### config.mk
export PLATFORM = sky130hd
export DESIGN_NAME = timed_wr_fifo
export DESIGN_NICKNAME = d
export VERILOG_FILES = /design/src/rtl/timed_wr_fifo.sv
export SDC_FILE = /design/constraint.sdc
export NUM_CORES = 1
export LEC_CHECK = 0
export ABC_CLOCK_PERIOD_IN_PS = 2750
export BUFFER_PORTS_ARGS = -buffer_cell sky130_fd_sc_hd__buf_4
export CORE_MARGIN = 8
export CORE_UTILIZATION = 50
export CTS_BUF_LIST = sky130_fd_sc_hd__clkbuf_4
export CTS_CLUSTER_DIAMETER = 50
export DETAILED_ROUTE_END_ITERATION = 10
export PLACE_DENSITY = 0.69
export SYNTH_ARGS = -nofsm -noshare
export SYNTH_HDL_FRONTEND = slang
export SYNTH_SLANG_ARGS = --single-unit
### constraint.sdc
create_clock -name clk -period 2.75 [get_ports clk]
set_input_delay 0.275 -clock clk [delete_from_list [all_inputs] [get_ports clk]]
set_output_delay 0.275 -clock clk [all_outputs]
set_load 0.02 [all_outputs]
### src/rtl/timed_wr_fifo.sv
module timed_wr_fifo #(
  parameter int DATA_W = 8,
  parameter int DEPTH  = 8,
  parameter int TO_W   = 8
) (
  input  logic                   clk,
  input  logic                   rst_n,
  input  logic                   clear,
  input  logic                   wr_req,
  input  logic [DATA_W-1:0]      wr_data,
  input  logic signed [TO_W-1:0] wr_timeout,
  output logic                   wr_busy,
  output logic                   wr_done,
  output logic                   wr_timed_out,
  input  logic                   rd_en,
  output logic [DATA_W-1:0]      rd_data,
  output logic                   empty,
  output logic                   full,
  output logic [$clog2(DEPTH):0] count
);
  localparam int AW = $clog2(DEPTH);
  localparam int CW = AW + 1;

  logic [DATA_W-1:0] mem [DEPTH];
  logic [AW-1:0]     wptr, rptr;
  logic [CW-1:0]     cnt;
  logic              waiting, no_limit;
  logic [TO_W-1:0]   left;
  logic [DATA_W-1:0] held;

  assign count   = cnt;
  assign empty   = (cnt == '0);
  assign full    = (cnt == CW'(DEPTH));
  assign wr_busy = waiting;

  wire rd_fire   = rd_en && !empty && !clear;
  wire room      = !full || rd_fire;
  wire take      = wr_req && !waiting;
  wire push      = !clear && room && (waiting || take);
  wire give_up   = !clear && !room &&
                   ((take && wr_timeout == '0) ||
                    (waiting && !no_limit && left == TO_W'(1)));
  wire [DATA_W-1:0] push_word = waiting ? held : wr_data;
  wire ends      = clear ? (waiting || take) : (push || give_up);

  always_ff @(posedge clk) begin
    if (push) mem[wptr] <= push_word;
  end

  always_ff @(posedge clk) begin
    if (!rst_n) begin
      wptr <= '0;
      rptr <= '0;
      cnt  <= '0;
      rd_data <= '0;
    end else if (clear) begin
      wptr <= '0;
      rptr <= '0;
      cnt  <= '0;
    end else begin
      if (push) wptr <= wptr + 1'b1;
      if (rd_fire) begin
        rptr    <= rptr + 1'b1;
        rd_data <= mem[rptr];
      end
      cnt <= cnt + CW'(push) - CW'(rd_fire);
    end
  end

  always_ff @(posedge clk) begin
    if (!rst_n) begin
      waiting      <= 1'b0;
      no_limit     <= 1'b0;
      left         <= '0;
      held         <= '0;
      wr_done      <= 1'b0;
      wr_timed_out <= 1'b0;
    end else begin
      wr_done      <= ends;
      wr_timed_out <= give_up;
      if (clear || (waiting && ends)) begin
        waiting <= 1'b0;
      end else if (waiting) begin
        if (!no_limit) left <= left - 1'b1;
      end else if (take && !ends) begin
        waiting  <= 1'b1;
        left     <= wr_timeout;
        no_limit <= wr_timeout[TO_W-1];
        held     <= wr_data;
      end
    end
  end

  p_count_bound_r7: assert property (@(posedge clk) disable iff (!rst_n)
    cnt <= CW'(DEPTH));

  p_zero_wait_r2: assert property (@(posedge clk) disable iff (!rst_n)
    (wr_req && !wr_busy && wr_timeout == '0) |=> (!wr_busy && wr_done));

  p_unlimited_r4: assert property (@(posedge clk) disable iff (!rst_n)
    (wr_busy && no_limit) |=> !(wr_done && wr_timed_out));

  p_drop_keeps_count_r6: assert property (@(posedge clk) disable iff (!rst_n)
    (wr_done && wr_timed_out) |->
      count == $past(count) - CW'($past(rd_en && !empty && !clear)));

  p_clear_empties_r8: assert property (@(posedge clk) disable iff (!rst_n)
    clear |=> (empty && !wr_busy && !wr_timed_out && $stable(rd_data)));

  p_empty_pop_holds_r10: assert property (@(posedge clk) disable iff (!rst_n)
    (rd_en && empty) |=> $stable(rd_data));

  p_busy_ignores_r9: assert property (@(posedge clk) disable iff (!rst_n)
    (wr_busy && !no_limit && !clear && full && !rd_en && left > TO_W'(1)) |=> wr_busy);
endmodule

== After elaboration in Yosys (flattened, before gate mapping) ==
Memory sizes are Yosys's and may differ from the RTL's. A register that Yosys moved wholly into a read port is not among the register bits.
Index checks and enable logic that the tools add are counted.
Widths: inputs -> output; s select.

* Add/subtract/negate cells: 5
* Eq/ne operators: 3
* Mux-type cells: 9
* Bitwise logic cells: 4
* Reductions and logical operators: 33

{| class="wikitable"
|+ Operators by type and width
! cell !! count
|-
| $mux 8 || 4
|-
| $logic_and 1x1->1 || 12
|-
| $eq 8x1->1 const B || 1
|-
| $logic_not 1->1 || 8
|-
| $logic_not 8->1 || 1
|-
| $sub 8x1->8 const B || 1
|-
| $add 3x1->3 const B || 2
|-
| $reduce_and 3->1 || 2
|-
| $logic_or 1x1->1 || 5
|-
| $mux 1 || 5
|-
| $add 4x1->4 || 1
|-
| $eq 4x4->1 const B || 1
|-
| $logic_not 4->1 || 1
|-
| $not 1->1 || 4
|-
| $reduce_or 2->1 || 2
|-
| $sub 4x1->4 || 1
|-
| $ne 2x2->1 const B || 1
|-
| $reduce_and 2->1 || 1
|-
| $reduce_bool 2->1 || 1
|}

* Register bits after elaboration: 30
* Bits in writable memories: 64
* Input bits: 21
* Output and inout port bits: 17
* Word-level logic and storage cells: 64
* Memories kept: 1

{| class="wikitable"
|+ Memories
! memory !! words !! width !! read ports !! clocked after Yosys merged registers in !! write ports !! line !! text
|-
| mem || 8 || 8 || 1 || 1 || 1 || 24 || <nowiki>logic [DATA_W-1:0] mem [DEPTH];</nowiki>
|}

== Longest topological paths before layout ==
Gate-level depths: netlist of run 1.

* Word-level depth: 14
* Gate-level depth with buffers: 13

== Worst setup path before layout of run 1 ==
No wires, ideal clock.

* Path kind: register to register
* From: register cnt[2] (netlist: count[2])
* To: register cnt[1] (netlist: count[1])
* Data arrival time: 2.726 ns
* Data required time: 2.635 ns
* Slack: -0.091 ns
* Stages on the path, launching flop included: 12
* Buffers on the path: 0
* Cell sequence: dfxtp_1 -> inv_1 -> ha_1 -> nor3b_1 -> nand2b_4 -> a211oi_4 -> inv_2 -> ha_1 -> inv_1 -> ha_1 -> fa_1 -> and2_1

* Longest elaborated chain between the ends: 9

{| class="wikitable"
|+ Ends and longest elaborated chain
! item !! line !! text
|-
| start: declaration || 26 || <nowiki>logic [CW-1:0] cnt;</nowiki>
|-
| start signal: assignment || 66 || <nowiki>cnt <= cnt + CW'(push) - CW'(rd_fire);</nowiki>
|-
| $logic_not 4->1 (*) || 32 || <nowiki>assign empty = (cnt == '0);</nowiki>
|-
| named net empty || 17 || <nowiki>output logic empty,</nowiki>
|-
| $logic_not 1->1 (*) || 36 || <nowiki>wire rd_fire = rd_en && !empty && !clear;</nowiki>
|-
| $logic_and 1x1->1 (*) (2 in series) || 36 ||
|-
| $logic_or 1x1->1 || 37 || <nowiki>wire room = !full || rd_fire;</nowiki>
|-
| $logic_and 1x1->1 (2 in series) || 39 || <nowiki>wire push = !clear && room && (waiting || take);</nowiki>
|-
| $add 4x1->4 || 66 ||
|-
| $sub 4x1->4 (*) || 66 ||
|}

The timed path passes the listed nets; every way through them passes the cells marked *.
A chain may end at the register's enable or synchronous reset.

== Worst setup path after layout of run 1 ==
* From: register cnt[2] (netlist: count[2])
* To: register cnt[2] (netlist: count[2])

* Longest elaborated chain between the ends: 9

{| class="wikitable"
|+ Ends and longest elaborated chain
! item !! line
|-
| $logic_not 4->1 || 32
|-
| $logic_not 1->1 || 36
|-
| $logic_and 1x1->1 (2 in series) || 36
|-
| $logic_or 1x1->1 || 37
|-
| $logic_and 1x1->1 (2 in series) || 39
|-
| $add 4x1->4 || 66
|-
| $sub 4x1->4 (*) || 66
|}

Every way passes the cells marked *; elsewhere a longest branch is shown, timed or not.

==> run summary, run 1 <==
WORST SETUP PATH
---------------------------------------------------------------------------------
Length in cells of the worst reg-to-reg path .......................           12
Cell repeated most along the worst path ............................ sky130_fd_sc_hd__ha_1
Startpoint-to-endpoint class of the critical path ..................   reg -> reg
Worst reg2reg startpoint ........................................... count[2]$_SDFF_PP0_
Buffers plus inverters on the worst setup path .....................            3
Largest fanout on the critical path ................................            5
Data arrival time of the critical path .............................      2.91 ns
Largest incremental delay on the critical path .....................      0.40 ns
Reg-to-reg setup timing slack ......................................      0.19 ns
Critical path endpoint ............................................. count[2]$_SDFF_PP0_
Top Family by Delay on Critical Path ...............................  adder cells
Number of stages on the worst setup path ...........................           12
Endpoint class of the critical path ................................    flip-flop
Category of the worst setup path launch point ......................    flip-flop
Worst setup path startpoint ........................................ count[2]$_SDFF_PP0_
CP Cell Sequence ................................................... inv_1 > ha_1 > nor3b_2 > nand2b_4 > a211oi_4 > inv_2 > ha_1 > inv_1 > ha_1 > fa_1 > xnor2_1 > nor2_1
Endpoint of the worst-slack reg-to-reg timing path ................. count[2]$_SDFF_PP0_
Highest-delay cell along the critical path ......................... sky130_fd_sc_hd__fa_1
Critical path required time ........................................      3.10 ns

LOGIC SYNTHESIS
---------------------------------------------------------------------------------
Top FF cell, synth ................................................. sky130_fd_sc_hd__edfxtp_1
Number of enable-type register cells in the synthesized netlist ....           64
Yosys warns ........................................................            0
Area fraction of the dominant cell type after synthesis ............        43.1%
Largest area contributor in the netlist ............................ sky130_fd_sc_hd__edfxtp_1
Count of state elements after synthesis ............................          102
Ys async rst share .................................................           0%
Synthesized cell area ..............................................   4460 sq um
Top area cells in the synthesized netlist .......................... sky130_fd_sc_hd__edfxtp_1 (43%), sky130_fd_sc_hd__dfxtp_1 (17%), sky130_fd_sc_hd__mux4_2 (8.1%)
Post-synthesis cell count ..........................................          327
Mean post-synth cell area ..........................................   13.6 sq um
Sequential area share after synthesis ..............................        60.2%
Number of library cell types mapped by synthesis ...................           49
Net count after synthesis ..........................................          359

GLOBAL ROUTE
---------------------------------------------------------------------------------
Number of global-route vias before repair ..........................        2,719
Number of antenna violations at the first check in global routing ..            0
Pin count of the biggest net entering global routing ...............           47
Final global-route overflow total ..................................            0
Global-route wire length before repair ............................. 13,900 microns
Overall Global Routing Usage .......................................        14.2%

CLOCK NETWORK
---------------------------------------------------------------------------------
Clock latency of the later-clocked register in the worst-skew pair .      0.44 ns
Hold-fix buffers, CTS ..............................................            0
Library cell used as clock root buffer ............................. sky130_fd_sc_hd__clkbuf_4
Max clock buf depth ................................................            2
Clock Sinks ........................................................          102
Worst-path clk slew ................................................      0.16 ns
Number of clock buffers inserted by TritonCTS ......................            9
Number of instances resized during post-cts repair .................            0
Post-CTS repair timing setup buffer count ..........................            0
Clock tree from TritonCTS ..........................................          yes
H-tree depth .......................................................            3

FLOORPLAN
---------------------------------------------------------------------------------
Die Footprint ...................................................... 12,200 sq um
Effective utilization at floorplan .................................        51.3%
Die height .........................................................  110 microns
Chip width .........................................................  110 microns
Number of cell rows ................................................           34
Placeable core region ..............................................   8680 sq um
Top-Level Pins .....................................................           38

FINAL LAYOUT
---------------------------------------------------------------------------------
Utilization of the core after routing ..............................        57.7%
NumNets Final ......................................................          402
Area growth syn-to-layout ..........................................        12.5%
Multi-input gate area ..............................................   1640 sq um
Fill cell count ....................................................          718
Antenna Diode Count ................................................            0
Proportion of layout cells with a drive suffix above 1 .............        30.7%
Area taken by flip-flops and latches ...............................   2680 sq um

ROUTING
---------------------------------------------------------------------------------
Total Routed Length ................................................ 8400 microns
Routed vias ........................................................        2,669
DRC viols ..........................................................            0
Remaining antenna violation count after routing ....................            0
Post-detailed-route wirelength per cell ............................ 17.4 microns
Total iterations of the first detailed-routing run .................            6
Average vias per placed instance ...................................         5.53
Drt first-iter violations ..........................................          186

TIMING
---------------------------------------------------------------------------------
Final critical delay including setup and external delays ...........      2.56 ns
Worst-case headroom to the max-slew limit ..........................        45.1%
Final hold violation count .........................................            0
Total of endpoints with negative setup slack in the final report ...            0
Worst-margin pin slew ..............................................     0.816 ns
Total negative slack for setup checks ..............................         0 ns
Max Clock Skew .....................................................    0.0196 ns
Worst path setup slack after routing ...............................     0.185 ns
Maximum achievable frequency .......................................    0.390 GHz
Share of the clock period used by the worst path ...................        93.3%
Setup repair after global routing missed its margin ................           no
Total count of max-transition violations in the final report .......            0

PLACE
---------------------------------------------------------------------------------
Number of buffers added on ports ...................................           37
Routability congestion estimate from global placement ..............        0.803
Minimum setup slack after placement ................................     0.214 ns
HPWL after detailed placement ...................................... 5690 microns

PWR
---------------------------------------------------------------------------------
Pwr dens ...........................................................  511 nW/um^2
Lkg Pwr ............................................................   0.00174 uW
Peak VDD IR ........................................................     0.237 mV

STATUS
---------------------------------------------------------------------------------
Run status .........................................................    completed

WORST HOLD PATH
---------------------------------------------------------------------------------
Startpoint of the tightest hold check path .........................   wr_data[5]
Hold Path Class ....................................................    in -> reg

RUN
---------------------------------------------------------------------------------
MaxCap Viol Count ..................................................            0

## metrics by stage
| stage | power [uW] | std cells | hold WS (ns) | cell area, sq um |
|---|---|---|---|---|
| final | 2560 | 483 | 0.0683 | 5010 |
| after global placement | 1890 | 467 | 0.451 | 4890 |
| after CTS | 2590 | 483 | 0.0309 | 5010 |
| after global routing | 2670 | 483 | 0.0436 | 5010 |
| after detailed placement | 1900 | 467 | 0.458 | 4890 |
| after floorplan | 1820 | 327 | 0.419 | 4470 |
## logic make-up (layout without fill, tap and decap cells)
kind of cell,count (synthesis),count (layout),share of synthesized area [%]
muxes,35,35,12.6
buffers and inverters,31,79,3.26
DFF,102,102,60.2
AOI/OAI and AO/OA,58,58,8.87
adders and majority gates,11,11,3.26
xor gates and xnor gates,5,5,0.983
and+or+nand+nor,85,85,10.8
## worst min-delay path by stage
stage | end | slack (ns) | depth (start not counted)
2_1_floorplan | held[0]$_SDFFE_PN0P_ | 0.42 | 2
3_3_place_gp | held[1]$_SDFFE_PN0P_ | 0.45 | 2
3_5_place_dp | held[3]$_SDFFE_PN0P_ | 0.46 | 2
4_1_cts | held[5]$_SDFFE_PN0P_ | 0.03 | 3
5_1_grt | held[4]$_SDFFE_PN0P_ | 0.04 | 3
6_report | held[5]$_SDFFE_PN0P_ | 0.07 | 3
## worst reg2reg max path, stage by stage, from the launching register on
cell	delay, ns
sky130_fd_sc_hd__dfxtp_1	0.36
sky130_fd_sc_hd__inv_1	0.08
sky130_fd_sc_hd__ha_1	0.22
sky130_fd_sc_hd__nor3b_2	0.18
sky130_fd_sc_hd__nand2b_4	0.16
sky130_fd_sc_hd__a211oi_4	0.25
sky130_fd_sc_hd__inv_2	0.10
sky130_fd_sc_hd__ha_1	0.28
sky130_fd_sc_hd__inv_1	0.04
sky130_fd_sc_hd__ha_1	0.20
sky130_fd_sc_hd__fa_1	0.40
sky130_fd_sc_hd__xnor2_1	0.16
sky130_fd_sc_hd__nor2_1	0.05
## synthesized netlist by cell type (6+ instances only)
| cell | number |
|---|---|
| sky130_fd_sc_hd__a21oi_1 | 14 |
| sky130_fd_sc_hd__clkbuf_1 | 7 |
| sky130_fd_sc_hd__dfxtp_1 | 38 |
| sky130_fd_sc_hd__edfxtp_1 | 64 |
| sky130_fd_sc_hd__ha_1 | 10 |
| sky130_fd_sc_hd__inv_1 | 12 |
| sky130_fd_sc_hd__mux2_2 | 9 |
| sky130_fd_sc_hd__mux2i_1 | 10 |
| sky130_fd_sc_hd__mux4_2 | 16 |
| sky130_fd_sc_hd__nand2_1 | 28 |
| sky130_fd_sc_hd__nand3_1 | 13 |
| sky130_fd_sc_hd__nor2_1 | 15 |
| sky130_fd_sc_hd__nor3_1 | 6 |
| sky130_fd_sc_hd__o21ai_0 | 12 |
| sky130_fd_sc_hd__o21ai_2 | 9 |
## final cells by class
class                           count  area share [%]
Clock buffer                        9            1.35
Sequential cell                   102            53.5
Clock inverter                      7            1.15
Multi-Input combinational cell    194            32.8
Tap cell                          108            2.70
Timing Repair Buffer               50            7.49
Inverter                           13           0.974
## where the power goes
part	internal, uW	switching, uW	total (uW)
logic	91.6	113	205
registers	1650	11.2	1660
clock network	197	502	699
## placed cells by master, fill, tap and decap left out, drive strengths merged, types with 3 or more instances in the layout
cell / Yosys / layout
clkinv: 0 / 3
dfxtp: 38 / 38
mux4: 16 / 16
ha: 10 / 10
o211ai: 5 / 5
nor2: 15 / 15
nor3b: 5 / 5
mux2: 9 / 9
o21ai: 26 / 26
nor2b: 3 / 3
nor3: 6 / 6
o22ai: 3 / 3
buf: 11 / 50
nor4: 4 / 4
xnor2: 4 / 4
inv: 13 / 15
nand4: 3 / 3
nand3: 13 / 13
mux2i: 10 / 10
a21oi: 15 / 15
clkbuf: 7 / 9
edfxtp: 64 / 64
nand2: 28 / 28
## layer usage
metal  wire length (microns)  vias up  track usage (%)
met5                       0        -                0
met4                     108        0             4.86
met3                     258        9             3.52
met2                    4380       32             24.8
met1                    3650     1314             16.4
li1                        -     1314                -
## flip-flops by register name, indices dropped and copies added (netlist names)
name and cells:
wptr 3, wr_timed_out 1, wr_busy 1, rd_data 8, held 8, wr_done 1
left 8, mem 64, rptr 3, no_limit 1, count 4
Power figures use the tool's default switching activity.
==> run 2, diff against run 1 <==
--- a/config.mk
+++ b/config.mk
@@ -7,7 +7,7 @@
 export LEC_CHECK = 0
 export ABC_CLOCK_PERIOD_IN_PS = 2750
 export BUFFER_PORTS_ARGS = -buffer_cell sky130_fd_sc_hd__buf_4
-export CORE_MARGIN = 8
+export CORE_MARGIN = 1
 export CORE_UTILIZATION = 50
 export CTS_BUF_LIST = sky130_fd_sc_hd__clkbuf_4
 export CTS_CLUSTER_DIAMETER = 50
==> run summary, run 2 (synthesis gave the netlist of run 1 again) <==
STATUS
-------------------------------------------------------------------------------------
Run status .............................................................    completed

FINAL LAYOUT
-------------------------------------------------------------------------------------
Flip-flop count of the largest register after layout ...................           64   unchanged
Antenna Diode Count ....................................................            0   unchanged
Register containing the most flip-flops in the final layout ............          mem
Fill cell count ........................................................          718   unchanged
Post-route cell area ...................................................   5030 sq um   +0.35%
Most frequent standard cell in the layout excluding fill and tap cells . sky130_fd_sc_hd__edfxtp_1
Most used cells in the layout excluding fill and tap cells ............. sky130_fd_sc_hd__edfxtp_1 (64), sky130_fd_sc_hd__buf_4 (50), sky130_fd_sc_hd__dfxtp_1 (38)
Area growth syn-to-layout ..............................................        12.9%
Area taken by flip-flops and latches ...................................   2680 sq um   unchanged
Multi-input gate area ..................................................   1640 sq um   unchanged
NumNets Final ..........................................................          402   unchanged
Proportion of layout cells with a drive suffix above 1 .................        30.4%   -0.27 points

TIMING
-------------------------------------------------------------------------------------
Final hold violation count .............................................            0   unchanged
Worst slack on hold paths ..............................................    0.0780 ns   +0.00968 ns
Worst-case headroom to the max-slew limit ..............................        40.8%   -4.3 points
Maximum achievable frequency ...........................................    0.402 GHz   +3.1%
Total negative slack for setup checks ..................................         0 ns   unchanged
Setup repair after global routing missed its margin ....................           no
Max Clock Skew .........................................................    0.0238 ns   +0.00420 ns
Total count of max-transition violations in the final report ...........            0   unchanged
Final critical delay including setup and external delays ...............      2.49 ns   -0.0781 ns
Share of the clock period used by the worst path .......................        90.4%   -2.8 points
Total of endpoints with negative setup slack in the final report .......            0   unchanged
Worst-margin pin slew ..................................................     0.880 ns   +0.0641 ns
Worst path setup slack after routing ...................................     0.264 ns   +0.0781 ns

GLOBAL ROUTE
-------------------------------------------------------------------------------------
Pin count of the biggest net entering global routing ...................           47   unchanged
Highest-utilization routing layer at the global route stage ............         met2
Met1 track utilization from global routing .............................        25.1%   +8.7 points
Global-route wire length before repair ................................. 13,300 microns   -4.6%
Overall Global Routing Usage ...........................................        19.8%   +5.7 points
Met2 Track Usage GR ....................................................        33.6%   +8.9 points
Number of global-route vias before repair ..............................        2,670   -1.8%
Met3 capacity usage during global routing ..............................        4.23%   +0.71 points
Final global-route overflow total ......................................            0   unchanged
Number of antenna violations at the first check in global routing ......            0   unchanged

PLACE
-------------------------------------------------------------------------------------
Number of buffers added on ports .......................................           37   unchanged
Minimum setup slack after placement ....................................     0.272 ns   +0.0581 ns
HPWL after detailed placement .......................................... 5410 microns   -4.9%
Routability congestion estimate from global placement ..................        0.790   -1.5%
Instance area after placement ..........................................   4890 sq um   unchanged

CLOCK NETWORK
-------------------------------------------------------------------------------------
Clock Sinks ............................................................          102   unchanged
Number of instances resized during post-cts repair .....................            0   unchanged
Max clock buf depth ....................................................            2   unchanged
Number of clock buffers inserted by TritonCTS ..........................            9   unchanged
Clock tree from TritonCTS ..............................................          yes
Post-CTS repair timing setup buffer count ..............................            0   unchanged
Library cell used as clock root buffer ................................. sky130_fd_sc_hd__clkbuf_4
Clock latency of the later-clocked register in the worst-skew pair .....      0.44 ns   about the same
Hold-fix buffers, CTS ..................................................            0   unchanged
Worst-path clk slew ....................................................      0.16 ns   about the same
H-tree depth ...........................................................            3   unchanged

WORST SETUP PATH
-------------------------------------------------------------------------------------
Category of the worst setup path launch point ..........................    flip-flop
Data arrival time of the critical path .................................      2.82 ns   -0.09 ns
Critical path required time ............................................      3.08 ns   -0.02 ns
Largest fanout on the critical path ....................................            5   unchanged
Startpoint-to-endpoint class of the critical path ......................   reg -> reg
Endpoint class of the critical path ....................................    flip-flop

ROUTING
-------------------------------------------------------------------------------------
Post-detailed-route wirelength per cell ................................ 17.0 microns   -2.5%
DRC viols ..............................................................            0   unchanged
Drt first-iter violations ..............................................          103   -45%
Average vias per placed instance .......................................         5.56   +0.56%
Total iterations of the first detailed-routing run .....................            4   -2
Total Routed Length .................................................... 8190 microns   -2.5%
Routed vias ............................................................        2,684   +0.56%
Remaining antenna violation count after routing ........................            0   unchanged

RUN
-------------------------------------------------------------------------------------
MaxCap Viol Count ......................................................            0   unchanged

WORST HOLD PATH
-------------------------------------------------------------------------------------
Hold Path Class ........................................................    in -> reg

FLOORPLAN
-------------------------------------------------------------------------------------
Chip width ............................................................. 96.4 microns   -13%
Effective utilization at floorplan .....................................        51.3%   unchanged
Top-Level Pins .........................................................           38   unchanged
Placeable core region ..................................................   8680 sq um   unchanged
Die height ............................................................. 96.4 microns   -13%
Die Footprint ..........................................................   9290 sq um   -24%
Number of cell rows ....................................................           34   unchanged

PWR
-------------------------------------------------------------------------------------
Peak VDD IR ............................................................     0.227 mV   -4.1%
Pwr dens ...............................................................  527 nW/um^2   +3.2%
Lkg Pwr ................................................................   0.00175 uW   +0.63%

==> run 2: worst paths after layout <==
path,start,end,slack [ns],cells after the start
worst max-delay path,count[2]$_SDFF_PP0_,count[2]$_SDFF_PP0_,0.26,12
worst max register to register,count[2]$_SDFF_PP0_,count[2]$_SDFF_PP0_,0.26,12
worst min register to register,held[0]$_SDFFE_PN0P_,held[0]$_SDFFE_PN0P_,0.48,2
worst min-delay path,wr_data[5],held[5]$_SDFFE_PN0P_,0.08,3
==> run 2: layout make-up <==
| class | count | area share, % |
|---|---|---|
| Sequential cell | 102 | 53.3 |
| Clock buffer | 10 | 1.49 |
| Tap cell | 108 | 2.69 |
| Clock inverter | 6 | 1.34 |
| Inverter | 13 | 0.970 |
| Multi-Input combinational cell | 194 | 32.7 |
| Timing Repair Buffer | 50 | 7.46 |
==> run 2: critical path, stage by stage (launching register included) <==
cell and delay, ns:
sky130_fd_sc_hd__dfxtp_1 0.35, sky130_fd_sc_hd__inv_1 0.07, sky130_fd_sc_hd__ha_1 0.22, sky130_fd_sc_hd__nor3b_2 0.18, sky130_fd_sc_hd__nand2b_4 0.16, sky130_fd_sc_hd__a211oi_4 0.23
sky130_fd_sc_hd__inv_2 0.10, sky130_fd_sc_hd__ha_1 0.28, sky130_fd_sc_hd__inv_1 0.04, sky130_fd_sc_hd__ha_1 0.20, sky130_fd_sc_hd__fa_1 0.38, sky130_fd_sc_hd__xnor2_1 0.14
sky130_fd_sc_hd__nor2_1 0.05
==> run 2: metrics by stage <==
stage,total power (uW),cells,util (%)
floorplan,1820,327,-
global placement,1890,467,56.3
detailed placement,1900,467,56.3
CTS,2680,483,57.9
global route,2750,483,57.9
finish,2650,483,57.9
==> run 2: layer usage <==
layer	part of all wire (%)	vias up
met2	50	44
met5	0	-
met4	1.1	0
li1	-	1315
met3	3.4	10
met1	46	1315
==> run 2: power by group <==
part	switching [uW]	internal, uW
logic	112	91.4
clock network	496	295
registers	10.8	1650
total	619	2030
